--- src/rtl/rs_pkg.sv ---
package rs_pkg;
  localparam int RS_DATA_W   = 32;
  localparam int RS_TAG_W    = 3;
  localparam int RS_OP_W     = 4;
  localparam int RS_ENTRIES  = 2;
  localparam int RS_BASE_TAG = 1;
endpackage

--- src/rtl/rs_slot.sv ---
module rs_slot #(
  parameter int DATA_W = rs_pkg::RS_DATA_W,
  parameter int TAG_W  = rs_pkg::RS_TAG_W
) (
  input  logic              clk,
  input  logic              rst_n,
  input  logic              load_i,
  input  logic [TAG_W-1:0]  ld_tag_i,
  input  logic [DATA_W-1:0] ld_val_i,
  input  logic              cdb_valid_i,
  input  logic [TAG_W-1:0]  cdb_tag_i,
  input  logic [DATA_W-1:0] cdb_data_i,
  output logic [DATA_W-1:0] val_o,
  output logic              rdy_o,
  output logic              hit_o
);
  logic [TAG_W-1:0]  tag_q;
  logic [DATA_W-1:0] val_q;

  function automatic logic snoop_match(input logic bus_v,
                                       input logic [TAG_W-1:0] bus_tag,
                                       input logic [TAG_W-1:0] wait_tag);
    return bus_v && (wait_tag != '0) && (bus_tag == wait_tag);
  endfunction

  assign hit_o = load_i ? snoop_match(cdb_valid_i, cdb_tag_i, ld_tag_i)
                        : snoop_match(cdb_valid_i, cdb_tag_i, tag_q);

  always_ff @(posedge clk) begin
    if (!rst_n) begin
      tag_q <= '0;
      val_q <= '0;
    end else if (hit_o) begin
      tag_q <= '0;
      val_q <= cdb_data_i;
    end else if (load_i) begin
      tag_q <= ld_tag_i;
      val_q <= ld_val_i;
    end
  end

  assign val_o = val_q;
  assign rdy_o = (tag_q == '0);
endmodule

--- src/rtl/rs_age_pick.sv ---
module rs_age_pick #(
  parameter int ENTRIES = rs_pkg::RS_ENTRIES
) (
  input  logic               clk,
  input  logic               rst_n,
  input  logic [ENTRIES-1:0] alloc_i,
  input  logic [ENTRIES-1:0] busy_i,
  input  logic [ENTRIES-1:0] req_i,
  output logic [ENTRIES-1:0] grant_o
);
  // older_q[j][i] set: entry j was issued before entry i
  logic [ENTRIES-1:0] older_q [ENTRIES];

  function automatic logic beaten(input int idx,
                                  input logic [ENTRIES-1:0] req,
                                  input logic [ENTRIES-1:0] col);
    logic b;
    b = 1'b0;
    for (int j = 0; j < ENTRIES; j++)
      if (j != idx && req[j] && col[j]) b = 1'b1;
    return b;
  endfunction

  always_ff @(posedge clk) begin
    if (!rst_n) begin
      for (int r = 0; r < ENTRIES; r++) older_q[r] <= '0;
    end else begin
      for (int n = 0; n < ENTRIES; n++) begin
        if (alloc_i[n]) begin
          for (int j = 0; j < ENTRIES; j++) begin
            if (j != n) older_q[j][n] <= busy_i[j];
            older_q[n][j] <= 1'b0;
          end
        end
      end
    end
  end

  always_comb begin
    for (int i = 0; i < ENTRIES; i++) begin
      logic [ENTRIES-1:0] col;
      for (int j = 0; j < ENTRIES; j++) col[j] = older_q[j][i];
      grant_o[i] = req_i[i] && !beaten(i, req_i, col);
    end
  end
endmodule

--- src/rtl/rs_station.sv ---
module rs_station #(
  parameter int DATA_W   = rs_pkg::RS_DATA_W,
  parameter int TAG_W    = rs_pkg::RS_TAG_W,
  parameter int OP_W     = rs_pkg::RS_OP_W,
  parameter int ENTRIES  = rs_pkg::RS_ENTRIES,
  parameter int BASE_TAG = rs_pkg::RS_BASE_TAG
) (
  input  logic               clk,
  input  logic               rst_n,
  input  logic               iss_valid,
  input  logic [OP_W-1:0]    iss_op,
  input  logic [TAG_W-1:0]   iss_a_tag,
  input  logic [DATA_W-1:0]  iss_a_val,
  input  logic [TAG_W-1:0]   iss_b_tag,
  input  logic [DATA_W-1:0]  iss_b_val,
  output logic               iss_ready,
  output logic [TAG_W-1:0]   iss_tag,
  input  logic               cdb_valid,
  input  logic [TAG_W-1:0]   cdb_tag,
  input  logic [DATA_W-1:0]  cdb_data,
  input  logic               fu_ready,
  output logic               disp_valid,
  output logic [OP_W-1:0]    disp_op,
  output logic [DATA_W-1:0]  disp_a,
  output logic [DATA_W-1:0]  disp_b,
  output logic [TAG_W-1:0]   disp_tag,
  output logic [ENTRIES-1:0] ent_busy
);
  logic [ENTRIES-1:0] busy_q, sent_q;
  logic [ENTRIES-1:0] alloc_oh, ent_req, grant, disp_fire, free_hit;
  logic [ENTRIES-1:0] a_rdy, b_rdy, a_hit, b_hit;
  logic [DATA_W-1:0]  a_val [ENTRIES];
  logic [DATA_W-1:0]  b_val [ENTRIES];
  logic [OP_W-1:0]    op_q  [ENTRIES];
  logic               accept;

  function automatic logic [ENTRIES-1:0] pick_free(input logic [ENTRIES-1:0] busy);
    logic [ENTRIES-1:0] oh;
    logic found;
    oh = '0;
    found = 1'b0;
    for (int i = 0; i < ENTRIES; i++)
      if (!busy[i] && !found) begin
        oh[i] = 1'b1;
        found = 1'b1;
      end
    return oh;
  endfunction

  function automatic logic [TAG_W-1:0] entry_tag(input int idx);
    return TAG_W'(BASE_TAG + idx);
  endfunction

  function automatic logic [TAG_W-1:0] free_tag(input logic [ENTRIES-1:0] busy);
    logic [TAG_W-1:0] t;
    t = entry_tag(0);
    for (int i = ENTRIES - 1; i >= 0; i--)
      if (!busy[i]) t = entry_tag(i);
    return t;
  endfunction

  assign iss_ready = ~&busy_q;
  assign iss_tag   = free_tag(busy_q);
  assign accept    = iss_valid && iss_ready;
  assign alloc_oh  = accept ? pick_free(busy_q) : '0;
  assign ent_busy  = busy_q;

  for (genvar e = 0; e < ENTRIES; e++) begin : g_ent
    localparam logic [TAG_W-1:0] OWN_TAG = TAG_W'(BASE_TAG + e);

    rs_slot #(.DATA_W(DATA_W), .TAG_W(TAG_W)) u_slot_a (
      .clk(clk), .rst_n(rst_n), .load_i(alloc_oh[e]),
      .ld_tag_i(iss_a_tag), .ld_val_i(iss_a_val),
      .cdb_valid_i(cdb_valid), .cdb_tag_i(cdb_tag), .cdb_data_i(cdb_data),
      .val_o(a_val[e]), .rdy_o(a_rdy[e]), .hit_o(a_hit[e]));

    rs_slot #(.DATA_W(DATA_W), .TAG_W(TAG_W)) u_slot_b (
      .clk(clk), .rst_n(rst_n), .load_i(alloc_oh[e]),
      .ld_tag_i(iss_b_tag), .ld_val_i(iss_b_val),
      .cdb_valid_i(cdb_valid), .cdb_tag_i(cdb_tag), .cdb_data_i(cdb_data),
      .val_o(b_val[e]), .rdy_o(b_rdy[e]), .hit_o(b_hit[e]));

    assign free_hit[e]  = busy_q[e] && cdb_valid && (cdb_tag == OWN_TAG);
    assign ent_req[e]   = busy_q[e] && !sent_q[e] && a_rdy[e] && b_rdy[e];
    assign disp_fire[e] = grant[e] && fu_ready;

    always_ff @(posedge clk) begin
      if (!rst_n) begin
        busy_q[e] <= 1'b0;
        sent_q[e] <= 1'b0;
        op_q[e]   <= '0;
      end else if (alloc_oh[e]) begin
        busy_q[e] <= 1'b1;
        sent_q[e] <= 1'b0;
        op_q[e]   <= iss_op;
      end else begin
        if (free_hit[e]) busy_q[e] <= 1'b0;
        if (disp_fire[e]) sent_q[e] <= 1'b1;
      end
    end
  end

  rs_age_pick #(.ENTRIES(ENTRIES)) u_age (
    .clk(clk), .rst_n(rst_n), .alloc_i(alloc_oh), .busy_i(busy_q),
    .req_i(ent_req), .grant_o(grant));

  assign disp_valid = fu_ready && (|grant);

  always_comb begin
    disp_op  = '0;
    disp_a   = '0;
    disp_b   = '0;
    disp_tag = '0;
    for (int i = 0; i < ENTRIES; i++) begin
      if (grant[i]) begin
        disp_op  = disp_op  | op_q[i];
        disp_a   = disp_a   | a_val[i];
        disp_b   = disp_b   | b_val[i];
        disp_tag = disp_tag | entry_tag(i);
      end
    end
  end
endmodule

--- config.mk ---
export PLATFORM = sky130hd
export DESIGN_NAME = rs_station
export DESIGN_NICKNAME = d
export VERILOG_FILES = /design/src/rtl/rs_pkg.sv /design/src/rtl/rs_slot.sv /design/src/rtl/rs_age_pick.sv /design/src/rtl/rs_station.sv
export SDC_FILE = /design/constraint.sdc
export NUM_CORES = 1
export LEC_CHECK = 0
export ABC_AREA = 1
export BUFFER_PORTS_ARGS = -buffer_cell sky130_fd_sc_hd__buf_4
export CORE_MARGIN = 2
export CORE_UTILIZATION = 40
export CTS_BUF_LIST = sky130_fd_sc_hd__clkbuf_16
export CTS_CLUSTER_DIAMETER = 40
export DETAILED_ROUTE_END_ITERATION = 12
export GPL_TIMING_DRIVEN = 0
export HOLD_SLACK_MARGIN = 0.03
export SLEW_MARGIN = 20
export SYNTH_ARGS = -nofsm -noshare
export SYNTH_HDL_FRONTEND = slang
export SYNTH_SLANG_ARGS = --single-unit
--- constraint.sdc ---
create_clock -name clk -period 1.6 [get_ports clk]
set_input_delay 0.16 -clock clk [delete_from_list [all_inputs] [get_ports clk]]
set_output_delay 0.16 -clock clk [all_outputs]
set_load 0.05 [all_outputs]
Word-level counts from Yosys, hierarchy flattened
Memory sizes are Yosys's and may differ from the RTL's.
Cells that the tools add are included.
{ "classes": {"n_reduce_logical": 61, "n_eq_ne": 8, "bitwise": 12, "n_mux": 46} }
{ "op_table": {"columns": ["operator", "n"], "rows": [
  ["$mux W32", 12],
  ["$or A32 B32 Y32", 2],
  ["$logic_and A1 B1 Y1", 31],
  ["$mux W1", 26],
  ["$eq A3 B3 Y1", 6],
  ["$reduce_bool A3 Y1", 6],
  ["$mux W4", 4],
  ["$reduce_or A2 Y1", 7],
  ["$logic_not A3 Y1", 4],
  ["$reduce_bool A2 Y1", 6],
  ["$mux W2", 4],
  ["$or A1 B1 Y1", 8],
  ["$logic_not A1 Y1", 6],
  ["$or A4 B4 Y4", 1],
  ["$eq A3 B1 Y1 const B", 1],
  ["$eq A3 B2 Y1 const B", 1],
  ["$reduce_and A2 Y1", 1],
  ["$not A1 Y1", 1]
]} }
{ "word_totals": {"in_bits": 114, "output_inout_bits": 78, "word_cells": 141, "memories": 2, "reg_bits": 144, "mem_bits_rw": 12} }
{ "mem_list": {"columns": ["memory", "words", "word_bits", "rd", "rd_ports_with_merged_regs", "wr", "line_no", "rtl"], "rows": [
  ["op_q", 2, 4, 2, 0, 2, "rs_station.sv:34", "logic [OP_W-1:0] op_q [ENTRIES];"],
  ["u_age.older_q", 2, 2, 2, 0, 2, "rs_age_pick.sv:12", "logic [ENTRIES-1:0] older_q [ENTRIES];"]
]} }

Logic depth before layout (Yosys ltp)
{ "depth": {"depth_word": 11, "depth_mapped": 13, "mapped_depth_nobuf": 10} }

By module
A second synthesis with hierarchy kept.
{ "hier_totals": {"hier_cells": 1346, "area_unflattened_um2": 9566.7} }
{ "modules_own_cells": {"columns": ["mod", "seq_area_each_um2", "area_per_inst_um2", "cells_per_inst", "instances"], "rows": [
  ["rs_slot", 700.7, 2042.0, 296, 4],
  ["rs_station", 320.3, 1293.7, 149, 1],
  ["rs_age_pick", 50.0, 105.1, 13, 1]
]} }

Worst setup path before layout
OpenSTA, ideal clock, no wires.
{ "synth_timing": {"path_kind": "flip-flop to output port", "start": "register busy_q[1] (netlist: ent_busy[1])", "end": "output port disp_a[0]", "t_arrival_ns": 2.484, "stages_incl_launch_ff": 6, "required_time_ns": 1.440, "path_slack_ns": -1.044, "path_buffers": 1, "path_cell_list": "dfxtp_1 -> nand2_1 -> nor3_1 -> nand2_1 -> clkbuf_1 -> o21ai_0"} }
{ "synth_via": {"elab_chain_len": 10, "word_cells_on_any_way": 11, "cone_classes": "mux (3); bitwise (1); reduce/logical (7)"} }
{ "synth_lines": {"columns": ["item", "line_no", "rtl"], "rows": [
  ["from (decl)", "rs_station.sv:29", "logic [ENTRIES-1:0] busy_q, sent_q;"],
  ["from (signal, indexed assignment)", "rs_station.sv:89", "busy_q[e] <= 1'b0;"],
  ["from (signal, indexed assignment)", "rs_station.sv:93", "busy_q[e] <= 1'b1;"],
  ["from (signal, indexed assignment)", "rs_station.sv:97", "if (free_hit[e]) busy_q[e] <= 1'b0;"],
  ["$logic_and A1 B1 Y1 * (3 in series)", "rs_station.sv:84", "assign ent_req[e] = busy_q[e] && !sent_q[e] && a_rdy[e] && b_rdy[e];"],
  ["$logic_and A1 B1 Y1", "rs_age_pick.sv:20", "if (j != idx && req[j] && col[j]) b = 1'b1;"],
  ["$mux W1", "rs_age_pick.sv:20", null],
  ["$logic_not A1 Y1", "rs_age_pick.sv:43", "grant_o[i] = req_i[i] && !beaten(i, req_i, col);"],
  ["$logic_and A1 B1 Y1", "rs_age_pick.sv:43", null],
  ["$mux W32", "rs_station.sv:115", "if (grant[i]) begin"],
  ["$or A32 B32 Y32", "rs_station.sv:117", "disp_a = disp_a | a_val[i];"],
  ["$mux W32 *", "rs_station.sv:115", null],
  ["to (decl)", "rs_station.sv:24", "output logic [DATA_W-1:0] disp_a,"]
]} }
Every way passes the cells marked *; elsewhere a longest branch is shown, timed or not.

Final worst setup path
{ "layout_timing": {"start": "register g_ent[0].u_slot_b.tag_q[2]", "end": "output port disp_b[8]"} }
{ "layout_via": {"elab_chain_len": 7, "word_cells_on_any_way": 10, "cone_classes": "mux (3); bitwise (1); reduce/logical (6)"} }
{ "layout_lines": {"columns": ["item", "line_no", "rtl"], "rows": [
  ["from (decl)", "rs_slot.sv:17", "logic [TAG_W-1:0] tag_q;"],
  ["from (signal assigned)", "rs_slot.sv:37", "tag_q <= ld_tag_i;"],
  ["$logic_not A3 Y1 *", "rs_slot.sv:43", "assign rdy_o = (tag_q == '0);"],
  ["$logic_and A1 B1 Y1 *", "rs_station.sv:84", null],
  ["$logic_and A1 B1 Y1", "rs_age_pick.sv:20", null],
  ["$mux W1", "rs_age_pick.sv:20", null],
  ["$logic_not A1 Y1", "rs_age_pick.sv:43", null],
  ["$logic_and A1 B1 Y1", "rs_age_pick.sv:43", null],
  ["$mux W32 *", "rs_station.sv:115", null],
  ["to (decl)", "rs_station.sv:25", "output logic [DATA_W-1:0] disp_b,"]
]} }
Marks and branches as above.

==> metrics <==
outcome finished with violations; failing checks negative setup slack; design area 0.0144 mm^2; htree depth 4; Std-Cell Core Area 0.0210 mm^2; number of synthesized register bits 154; cell count of the worst reg-to-reg path 10; Max Slew Vio Count 0; wire per inst roughly 19 um; final WL 37,100 um; Flop pwr share 33.2%; Area Overhead vs Synth 69.3%; xor/xnor share of the synthesized area 0.206%; data arrival time of the critical path 2100 ps; commonest non-fill, non-tap cell in the layout nand2_1; worst min-delay path class in2reg; Synth Area per Inst 6.22 um^2; Max-cap violations 0; # nets final 1,784; clock transition at the registers of the reported paths 60 ps; Worst setup EP type primary output; top cell type's share of synthesized area 34.2%; synth warn 0; Port Buffers roughly 190; Remaining DRCs 0; DRT antenna net count 0; Synth Area in Adders 0%; hold depth 3; Net Sw Power 4.84 mW; flop-to-flop setup slack -100 ps; leading area contributor after synthesis dfxtp_1; peak supply drop 0.783 mV; switching portion of total power roughly 36%; WHS between 30 and 40 ps; Worst Hold End g_ent[0].u_slot_b.val_o[26]$_SDFFE_PN0P_; max_slew headroom 44.5%; initial antenna violation count 0; global-route wire length before repair 52,200 um; DR pass1 iterations 7; gpl congestion 0.870; register area 0.00320 mm^2; Initial Util approximately two fifths; commonest cells after routing, fill and taps aside nand2_1, nand3_1, inv_1; worst r2r dst g_ent[0].u_slot_b.val_o[21]$_SDFFE_PN0P_; final period utilization 141%; clock skew 7.45 ps; worst-skew pair later-pin latency between 400 and 500 ps; largest net degree at the start of global routing 17; clk buf depth 2; endpoints failing setup 118; vias 10,300; all-layer global routing usage 31.1%; Worst Slack Setup Final -662 ps; P_int 8.50 mW; DP Worst Slack -547 ps; full die area about 0.022 mm^2; LEAKAGE 6.56 nW; Post-DP Area roughly 0.011 mm^2; Multi-input gate area approximately 0.0057 mm^2; final hold viol count 0; CP required roughly 1400 ps; Clock Sinks 154; Post-Synth Simple-Gate Area 39.2%; CTS root buffer clkbuf_16; Worst R2R Start ent_busy[0]$_SDFFE_PN0P_; CTS tree yes; Netlist Area Pre-Place 0.00849 mm^2; vias in the first global route 9,161; total gr overflow 0; layout cells sized above 1 about 34%; Cell Rows 53; Worst Path Class, Setup reg2out; register area share after synthesis 37.4%; power density over the cells 928 mW/mm^2; Fillers 1,774; startpoint of the worst hold path cdb_data[26]; Chip Width approximately 150 um; Num CTS Buffers 17; Cells after Synth 1,364; DP HPWL approximately 25,000 um; CP Max Fanout 6; Die Y-Extent approximately 150 um; post-layout min period 2260 ps; largest family of logic cells by synthesized area simple AND/OR/NAND/NOR gates; RSZ-0062 raised after global routing yes; top cells by area, synth dfxtp_1, nand2_1, nand3_1; initial DRC count 882; n_diodes 0; vias per inst 5.28; Achievable Freq ~440 MHz; combinational cell fraction of total power 37.0%; post-synthesis mux area share 0%; Setup crit start kind flop; Worst-Margin Slew roughly 830 ps; Clk pwr share 29.9%; Compound-Gate Fraction of Synth Area 8.50%; Yosys cell types 30; I/O Pins around 190
-- cell usage after synthesis (all sizes together) --
| cell | number |
|---|---|
| clkinv | 1 |
| nand3b | 1 |
| xnor2 | 1 |
| o22ai | 30 |
| o21ai | 45 |
| nor2 | 196 |
| clkbuf | 27 |
| a21oi | 60 |
| nand2 | 350 |
| edfxtp | 9 |
| conb | 1 |
| buf | 54 |
| nand4 | 2 |
| dfxtp | 145 |
| o41ai | 1 |
| inv | 205 |
| nand3 | 213 |
| nor3 | 22 |
| xor2 | 1 |
-- metrics by stage --
| stage | utilization [%] | setup TNS, ps | total power, mW | std cells |
|---|---|---|---|---|
| after floorplan | - | -7870 | 7.13 | 1365 |
| after global placement | 54.6 | -56150 | 8.25 | 1826 |
| after detailed placement | 54.6 | -58130 | 8.28 | 1826 |
| after CTS | 62.3 | -43550 | 12.6 | 1906 |
| after global routing | 68.6 | -51850 | 13.9 | 1956 |
| final | 68.6 | -43130 | 13.3 | 1956 |
-- registers in the layout (all words and copies together), names as in the netlist --
register,cells
g_ent.u_slot_b.val_o,64
op_q,8
u_age.older_q,2
g_ent.u_slot_a.val_o,64
sent_q,2
ent_busy,2
g_ent.u_slot_b.tag_q,6
g_ent.u_slot_a.tag_q,6
-- metal layers --
metal / global-route usage (%) / vias to the layer above / part of all wire (%)
met5: 0 / - / 0
met4: 9.29 / 0 / 2.1
met3: 6.46 / 54 / 9.4
met2: 48.9 / 507 / 46
met1: 43.1 / 4872 / 43
li1: - / 4886 / -
-- power groups by stage --
stage	combinational [mW]	sequential, mW	clock [mW]
2_1_floorplan	2.64	4.48	0
3_3_place_gp	3.76	4.49	0
3_5_place_dp	3.78	4.50	0
4_1_cts	4.22	4.42	3.98
5_1_grt	5.22	4.46	4.17
6_report	4.93	4.43	3.98
-- layout make-up --
| class | instances | share of cell area [%] |
|---|---|---|
| Buffer | 80 | 6.24 |
| Clock buffer | 17 | 2.96 |
| Clock inverter | 13 | 0.914 |
| Inverter | 206 | 5.72 |
| Multi-Input combinational cell | 924 | 39.5 |
| Sequential cell | 154 | 22.2 |
| Tap cell | 275 | 2.39 |
| Timing Repair Buffer | 287 | 20.1 |
-- kinds of logic after synthesis --
group,Yosys count
flops,154
xor+xnor,2
compound gates,136
other cells,1
buf+inv,287
simple gates,784
-- critical path, stage by stage, from the launching register on --
cell,delay [ps]
dfxtp_4,350
nor3_4,230
nand2_2,100
nor2_4,120
buf_6,130
nand2_8,80
buf_12,140
clkbuf_16,170
o21ai_4,180
buf_6,180
-- worst max path at each step --
stage | to | startpoint | slack, ps
CTS | disp_b[8] | g_ent[0].u_slot_b.tag_q[1]$_SDFFE_PP0P_ | -670
global placement | disp_a[12] | g_ent[0].u_slot_b.tag_q[2]$_SDFFE_PP0P_ | -550
global route | disp_b[8] | g_ent[0].u_slot_b.tag_q[2]$_SDFFE_PP0P_ | -730
floorplan | op_q[0][0]$_SDFFCE_PN0P_ | ent_busy[1]$_SDFFE_PN0P_ | -140
detailed placement | disp_a[12] | g_ent[0].u_slot_b.tag_q[2]$_SDFFE_PP0P_ | -550
finish | disp_b[8] | g_ent[0].u_slot_b.tag_q[2]$_SDFFE_PP0P_ | -660
-- what timing repair did --
action | 4_1_cts | 5_1_grt
gates cloned | 4 | 11
gates resized for setup | 137 | 223
hold buffers | 35 | 1
setup endpoints to repair | 205 | 201
buffers inserted | 12 | 39
hold endpoints to repair | 73 | 1
pin swaps | 11 | 54
Power figures use the tool's default switching activity.
